$ cat config.mk
export PLATFORM = sky130hd
export DESIGN_NAME = hostbus_slave
export DESIGN_NICKNAME = d
export VERILOG_FILES = /design/src/rtl/hb_pkg.sv /design/src/rtl/hb_sync.sv /design/src/rtl/hb_decode.sv /design/src/rtl/hb_irq.sv /design/src/rtl/hostbus_slave.sv
export SDC_FILE = /design/constraint.sdc
export NUM_CORES = 1
export LEC_CHECK = 0
export ABC_AREA = 0
export BUFFER_PORTS_ARGS = -buffer_cell sky130_fd_sc_hd__buf_2
export CORE_MARGIN = 2
export CORE_UTILIZATION = 35
export DETAILED_ROUTE_END_ITERATION = 8
export PLACE_DENSITY = 0.66
export SETUP_SLACK_MARGIN = 0.15
export SLEW_MARGIN = 20
export SYNTH_ARGS = -nofsm -noshare
export SYNTH_HDL_FRONTEND = slang
export SYNTH_SLANG_ARGS = --single-unit
$ cat constraint.sdc
create_clock -name clk -period 2.06 [get_ports clk]
set_input_delay 0.103 -clock clk [delete_from_list [all_inputs] [get_ports clk]]
set_output_delay 0.103 -clock clk [all_outputs]
set_load 0.01 [all_outputs]
$ cat src/rtl/hb_pkg.sv
package hb_pkg;
    localparam int DW      = 8;
    localparam int NREG    = 16;
    localparam int CD_W    = 2;
    localparam int SYNC_W  = CD_W + DW + 4;
    localparam int IDX_IRQ = 0;
    localparam int IDX_REV = NREG - 1;
    localparam logic [DW-1:0] IRQ_ENABLE_CODE = 8'h44;

    typedef struct packed {
        logic [DW-1:0]   idx;
        logic [DW-1:0]   rdata;
        logic [DW-1:0]   wdata;
        logic [NREG-1:0] wen;
        logic [NREG-1:0] ren;
        logic            rdy_n;
        logic            oe;
        logic            prev_wr_n;
        logic            prev_rd_n;
        logic [CD_W-1:0] cd_prev;
    } hb_core_t;

    typedef struct packed {
        logic en;
        logic pend;
    } hb_irq_t;
endpackage

$ cat src/rtl/hb_sync.sv
module hb_sync #(
    parameter int            W   = 4,
    parameter logic [W-1:0]  RST = '0
) (
    input  logic         clk,
    input  logic         rst_n,
    input  logic [W-1:0] din,
    output logic [W-1:0] dout
);
    logic [W-1:0] st1_d, st1_q, st2_d, st2_q;

    always_comb begin
        st1_d = din;
        st2_d = st1_q;
    end

    always_ff @(posedge clk or negedge rst_n) begin
        if (!rst_n) begin
            st1_q <= RST;
            st2_q <= RST;
        end else begin
            st1_q <= st1_d;
            st2_q <= st2_d;
        end
    end

    assign dout = st2_q;
endmodule

$ cat src/rtl/hb_decode.sv
module hb_decode
    import hb_pkg::*;
(
    input  logic [DW-1:0]   idx,
    output logic [NREG-1:0] hit
);
    for (genvar i = 0; i < NREG; i++) begin : g_hit
        assign hit[i] = (idx == DW'(i));
    end
endmodule

$ cat src/rtl/hb_irq.sv
module hb_irq
    import hb_pkg::*;
(
    input  logic          clk,
    input  logic          rst_n,
    input  logic          ctl_wr,
    input  logic          ctl_rd,
    input  logic [DW-1:0] wdata,
    input  logic          cd_change,
    output logic          en,
    output logic          pend
);
    hb_irq_t irq_d, irq_q;

    always_comb begin
        irq_d = irq_q;
        if (ctl_wr) begin
            irq_d.en = (wdata == IRQ_ENABLE_CODE);
            if (wdata != IRQ_ENABLE_CODE) irq_d.pend = 1'b0;
        end
        if (ctl_rd) irq_d.pend = 1'b0;
        if (cd_change && irq_q.en && irq_d.en) irq_d.pend = 1'b1;
    end

    always_ff @(posedge clk or negedge rst_n) begin
        if (!rst_n) irq_q <= '0;
        else        irq_q <= irq_d;
    end

    assign en   = irq_q.en;
    assign pend = irq_q.pend;

    // a pending flag can only appear while enabled
    a_r9_pend_needs_enable: assert property (@(posedge clk) disable iff (!rst_n)
        $rose(irq_q.pend) |-> $past(irq_q.en));
    // acknowledge without a simultaneous change clears the flag
    a_r10_ack_clears: assert property (@(posedge clk) disable iff (!rst_n)
        (ctl_rd && !cd_change) |=> !irq_q.pend);
    // a disabling write leaves nothing pending
    a_r8_disable_clears: assert property (@(posedge clk) disable iff (!rst_n)
        (ctl_wr && wdata != IRQ_ENABLE_CODE) |=> (!irq_q.pend && !irq_q.en));
endmodule

$ cat src/rtl/hostbus_slave.sv
module hostbus_slave
    import hb_pkg::*;
#(
    parameter logic [DW-1:0]   REVISION = 8'h5A,
    parameter logic [NREG-1:0] EXT_MAP  = 16'h37F2
) (
    input  logic               clk,
    input  logic               rst_n,
    input  logic               bus_cs_n,
    input  logic               bus_addr_sel,
    input  logic               bus_wr_n,
    input  logic               bus_rd_n,
    input  logic [DW-1:0]      bus_din,
    output logic [DW-1:0]      bus_dout,
    output logic               bus_doe,
    output logic               bus_rdy_n,
    input  logic [CD_W-1:0]    card_det,
    output logic               irq_n,
    output logic [NREG-1:0]    reg_wen,
    output logic [NREG-1:0]    reg_ren,
    output logic [DW-1:0]      reg_wdata,
    input  logic [NREG*DW-1:0] reg_rdata
);
    localparam logic [SYNC_W-1:0] SYNC_RST = {{CD_W{1'b0}}, {DW{1'b0}}, 4'b1101};

    logic [SYNC_W-1:0] sy;
    logic              s_cs_n, s_sel, s_wr_n, s_rd_n;
    logic [DW-1:0]     s_din;
    logic [CD_W-1:0]   s_cd;

    hb_sync #(.W(SYNC_W), .RST(SYNC_RST)) u_sync (
        .clk  (clk),
        .rst_n(rst_n),
        .din  ({card_det, bus_din, bus_rd_n, bus_wr_n, bus_addr_sel, bus_cs_n}),
        .dout (sy)
    );

    assign s_cs_n = sy[0];
    assign s_sel  = sy[1];
    assign s_wr_n = sy[2];
    assign s_rd_n = sy[3];
    assign s_din  = sy[4 +: DW];
    assign s_cd   = sy[4+DW +: CD_W];

    hb_core_t core_d, core_q;

    logic [NREG-1:0] hit, ext_hit;
    logic            wr_go, rd_go, released, data_wr, data_rd, cd_change;
    logic            irq_en, irq_pend;
    logic [DW-1:0]   ext_val, rd_val, irq_status;

    hb_decode u_dec (
        .idx(core_q.idx),
        .hit(hit)
    );

    assign ext_hit   = hit & EXT_MAP;
    assign wr_go     = core_q.prev_wr_n & ~s_wr_n & ~s_cs_n;
    assign rd_go     = core_q.prev_rd_n & ~s_rd_n & ~s_cs_n & ~wr_go;
    assign released  = s_wr_n & s_rd_n;
    assign data_wr   = wr_go & ~s_sel;
    assign data_rd   = rd_go & ~s_sel;
    assign cd_change = (s_cd != core_q.cd_prev);

    hb_irq u_irq (
        .clk      (clk),
        .rst_n    (rst_n),
        .ctl_wr   (data_wr & hit[IDX_IRQ]),
        .ctl_rd   (data_rd & hit[IDX_IRQ]),
        .wdata    (s_din),
        .cd_change(cd_change),
        .en       (irq_en),
        .pend     (irq_pend)
    );

    assign irq_status = {1'b0, irq_en, 5'b0_0000, irq_pend};

    always_comb begin
        ext_val = '0;
        for (int i = 0; i < NREG; i++) begin
            ext_val = ext_val | (reg_rdata[i*DW +: DW] & {DW{ext_hit[i]}});
        end
        rd_val = ext_val
               | (REVISION   & {DW{hit[IDX_REV]}})
               | (irq_status & {DW{hit[IDX_IRQ]}});
    end

    always_comb begin
        core_d           = core_q;
        core_d.wen       = '0;
        core_d.ren       = '0;
        core_d.prev_wr_n = s_wr_n;
        core_d.prev_rd_n = s_rd_n;
        core_d.cd_prev   = s_cd;
        if (wr_go) begin
            if (s_sel) begin
                core_d.idx = s_din;
            end else begin
                core_d.wen   = ext_hit;
                core_d.wdata = s_din;
            end
            core_d.rdy_n = 1'b0;
        end else if (rd_go) begin
            core_d.rdata = s_sel ? core_q.idx : rd_val;
            core_d.ren   = s_sel ? '0 : ext_hit;
            core_d.oe    = 1'b1;
            core_d.rdy_n = 1'b0;
        end else if (released) begin
            core_d.rdy_n = 1'b1;
            core_d.oe    = 1'b0;
        end
    end

    always_ff @(posedge clk or negedge rst_n) begin
        if (!rst_n) begin
            core_q           <= '0;
            core_q.rdy_n     <= 1'b1;
            core_q.prev_wr_n <= 1'b1;
            core_q.prev_rd_n <= 1'b1;
        end else begin
            core_q <= core_d;
        end
    end

    assign bus_dout  = core_q.rdata;
    assign bus_doe   = core_q.oe;
    assign bus_rdy_n = core_q.rdy_n;
    assign reg_wen   = core_q.wen;
    assign reg_ren   = core_q.ren;
    assign reg_wdata = core_q.wdata;
    assign irq_n     = ~irq_pend;

    // at most one register written per cycle
    a_r3_wen_onehot: assert property (@(posedge clk) disable iff (!rst_n)
        $onehot0(reg_wen) && $onehot0(reg_ren));
    // a write enable lasts one cycle
    a_r3_wen_single: assert property (@(posedge clk) disable iff (!rst_n)
        (|reg_wen) |=> (reg_wen == '0));
    // unmapped and internal indices never reach outward enables
    a_r6_unmapped_quiet: assert property (@(posedge clk) disable iff (!rst_n)
        ((reg_wen | reg_ren) & ~EXT_MAP) == '0);
    // released strobes return ready high
    a_r7_rdy_release: assert property (@(posedge clk) disable iff (!rst_n)
        (s_wr_n && s_rd_n) |=> bus_rdy_n);
    // ready only answers a selected strobe
    a_r7_rdy_needs_cs: assert property (@(posedge clk) disable iff (!rst_n)
        $fell(bus_rdy_n) |-> $past(!s_cs_n));
endmodule

==> results.md <==
- The run finished with clean final reports.
- 195 I/O pins were placed.
- After detailed routing, the number of remaining DRC violations is 0.
- At the worst endpoint, the arrival time is 2.19 ns.
- Timing would allow up to 0.526 GHz.
- The synthesized design contains 0 enable-type register cells.
- The warning count from the yosys run is 0.
- Among all flip-flop cells after synthesis, the most frequent one is dfrtp_1.
- The count of nets left with antenna violations once routing finished came out at 0.
- The HPWL after detailed placement is 8270 um.
- The transition time of the tightest slew-check pin is 0.582 ns.
- Of the cells placed in the final design, the portion with a size suffix greater than 1 is 0.458.
- Measured in cells, the most critical reg-to-reg path has a length of 5.
- The final hold violation count is 0.
- The placed instance count is 612.
- Data on the critical path is required at its endpoint by 2.34 ns.
- The H-tree was split into 3 levels.
- The cell type contributing the most total cell area after synthesis is dfrtp_1.
- The largest buffer count on any clock path is 2.
- The largest individual stage delay along the critical path comes from the cell or4_4.
- In the synthesized netlist, the number of instances is 359.
- The number of different library cells in the post-synthesis netlist is 56.
- In the routed layout, each cell is associated on average with a via count of 4.94.
- The timing endpoint of the critical path is bus_dout[2].
- The floorplan die area is 0.0119 mm2.
- After global routing the overflow that remains totals 0.
- The share of the synthesized area in compound gates (AO/OA/AOI/OAI) is 0.126.
- The final layout contains routed wiring with a total length of 10800 um.
- In the layout the commonest cells are buf_2 (133), dfrtp_1 (68), nand2_1 (43).
- The combined area of all synthesized cells is 0.00386 mm2.
- After the first detailed-routing iteration, the DRC count stood at 201.
- The total clock sinks is 80.
- The total core area is 0.0108 mm2.
- The floorplan has 38 rows.
- The total of max-cap violations is 0.
- The signal on the critical path passes through or4_4, nor2_2, and3_4, a221oi_1, a31oi_1.
- The die is 109 um tall.
- The finished cells cover 0.00500 mm2.
- The worst min-delay path category is primary input to flip-flop.
- After detailed routing, the average wire length per cell comes to 16.7 um.
- For this configuration, the core starts out at a cell density of 0.358.
- The sum of negative setup slack is 0 ns.
- The number of max-slew violations in the final report is 0.
- The number of flip-flops and latches in the synthesized netlist is 80.
- The leakage component of the power is 2.38 nW.
- In this run the worst setup path begins at core_q[60].
- CTS placed an instance of clkbuf_8 at the clock tree root.
- Of the total synthesized cell area, the portion taken by AND, OR, NAND and NOR gates is 0.167.
- IR analysis of the VDD net gives a maximum drop of 481 uV.
- The switching power is 1.32 mW.
- The first TritonRoute pass finished after 4 iterations.
- The power density over the cells is 806 mW/mm2.
- The stage delay of the slowest cell on the critical path is 0.59 ns.
- The worst setup slack before clock tree synthesis is 0.110 ns.
- Dividing the final minimum period by the clock period gives 0.923.
- The startpoint identified for the worst register-to-register timing path is core_q[60].
- The share of total power dissipated in combinational logic is 0.256.
- The via count of the first global-routing pass is 3277.
- The switching portion of total power is 0.326.
- The congestion estimate from routability-driven global placement came to 0.900.
- Of the total synthesized cell area, the portion taken by full adders, half adders and majority gates is 0.
- In the final design database the tool counted 648 nets.
- After layout, the minimum clock period comes to 1.90 ns.
- In this run the horizontal extent of the chip is 109 um.
- The detailed router placed 3214 vias in this run.
- The share of synthesized area spent on multiplexers is 0.0648.
- The mean instance size in the synthesized netlist is 10.8 um2.
- The TritonCTS buffer count is 9.
- The startpoint class of the critical path is a flip-flop.
- The share of flip-flops with an asynchronous set or reset is 1.00.
- The internal reg-to-reg setup slack is 0.16 ns.
- The global-route wire length before repair is 16600 um.
- The setup path with the least slack is of type flip-flop to flip-flop.
- Yosys attributes the largest share of cell area to dfrtp_1 (46%), buf_4 (9.3%), dfstp_2 (6.1%).
- Of the post-synthesis cell area, the dominant cell type holds 0.460.
- Clock-pin slew was measured on the worst setup and hold paths at 0.09 ns.
- The worst pin sits at a relative slew slack of 0.612.
- The non-filler instance count after layout is 650.
- The commonest non-fill, non-tap cell in the layout is buf_2.
- Hold timing on the final database bottoms out at a slack of 0.0536 ns.
- The growth of design area from synthesis to finish is 29.5%.
- After synthesis, the largest family of logic cells by area is simple AND/OR/NAND/NOR gates.
- The area share of xor/xnor cells in the synthesized design is 0.00453.
- Setup violations remaining at the end of the flow were counted as 0.
- The highest fanout seen on the critical path is 5.
- The total routing usage reported by global routing is 0.187.
- The share of total power dissipated in sequential elements is 0.460.
- The area of placed instances is 0.00459 mm2.
- The share of the yosys chip area belonging to registers is 0.521.
- The internal power is 2.72 mW.
- The category of the worst setup path capture point is a flip-flop.
- At the later pin of the worst-skew pair, clock insertion delay measures 0.36 ns.
- The count of buffers added on input and output ports is 134.
- The clock arrives with 0.0121 ns of skew.
- The smallest setup slack after layout is 0.158 ns.
- The TritonCTS clock tree is done.
- The initial antenna violation count was 1.
- The maximum number of pins on one net before global-route repair is 45.
- The clock power share is 0.284.
- The capturing point of the worst reg2reg path is bus_dout[2].
- Setup repair after global routing could not meet its margin everywhere.
==> routing by layer <==
metal	up-vias	global-route usage	wire, um
met5	-	0	0
met4	0	0.0678	289
met3	25	0.0550	877
met2	140	0.326	5320
met1	1544	0.219	4340
li1	1505	-	-
==> flip-flops by register name, summed over array words and instances, names as in the netlist <==
register and count:
u_irq.en 1, u_irq.pend 1, reg_wen 10, u_sync.dout 14
core_q 12, bus_dout 8, bus_rdy_n 1, reg_ren 10
reg_wdata 8, u_sync.st1_q 14, bus_doe 1
==> power by group through the flow <==
stage	sequential [mW]	combinational, mW	clock [mW]
after floorplan	1.82	0.643	0
after global placement	1.88	0.950	0
after detailed placement	1.89	0.967	0
after CTS	1.86	1.00	1.16
after global routing	1.87	1.12	1.24
final	1.86	1.03	1.15
==> stage by stage <==
stage / power (mW) / util
floorplan: 2.46 / -
global placement: 2.83 / 0.425
detailed placement: 2.86 / 0.425
CTS: 4.03 / 0.461
global route: 4.24 / 0.463
finish: 4.03 / 0.464
==> critical path: cells and delay by family (launching register included) <==
family | cells | cell delay [ns]
flops | 1 | 0.45
compound gates | 2 | 0.35
simple gates | 3 | 1.01
==> how the worst min path moves through the flow <==
| stage | to | cells past startpoint | start |
|---|---|---|---|
| floorplan | bus_doe | 0 | rst_n |
| global placement | u_sync.dout[1] | 1 | rst_n |
| detailed placement | u_sync.dout[1] | 1 | rst_n |
| CTS | bus_dout[6] | 3 | reg_rdata[62] |
| global route | bus_dout[6] | 3 | reg_rdata[62] |
| finish | bus_dout[6] | 3 | reg_rdata[62] |
==> cells by family (layout without fill, tap and decap cells) <==
kind of cell / Yosys count / in the layout
other cells: 1 / 13
flops: 80 / 80
compound gates: 68 / 68
xor+xnor: 2 / 2
mux: 22 / 22
buf+inv: 67 / 206
simple gates: 119 / 119
==> Yosys cell counts, types with 2 or more instances <==
cell      number
mux2_2        14
or3_1          3
nand3_1        5
o21ai_0       17
a22o_1         4
buf_2          6
a222oi_1       2
a31oi_1        8
nor2_1        23
nor3_2         2
nor2b_1        7
a21oi_1        4
xor2_1         2
dfrtp_1       71
nand2_1       43
buf_4         48
nor3_1         4
a211oi_1       4
nand3b_1       9
and3_2         2
a221oi_1       3
dfstp_2        9
and2_1         2
a22o_2         4
nand2b_1       5
a32oi_1        4
a22oi_1        9
mux2i_1        7
inv_1          2
clkbuf_1      10
==> what timing repair did <==
action,4_1_cts,5_1_grt
hold buffers,15,0
pin swaps,0,1
hold endpoints to repair,50,0
buffers inserted,4,2
gates resized for setup,3,5
setup endpoints to repair,6,9
==> final cells by class <==
class,instances,area (um2)
Fill cell,1029,5790
Sequential cell,80,2020
Multi-Input combinational cell,223,1460
Timing Repair Buffer,188,1150
Tap cell,140,175
Clock buffer,10,138
Clock inverter,6,57.6
Inverter,2,7.51
Antenna cell,1,2.50
Power figures use the tool's default switching activity.
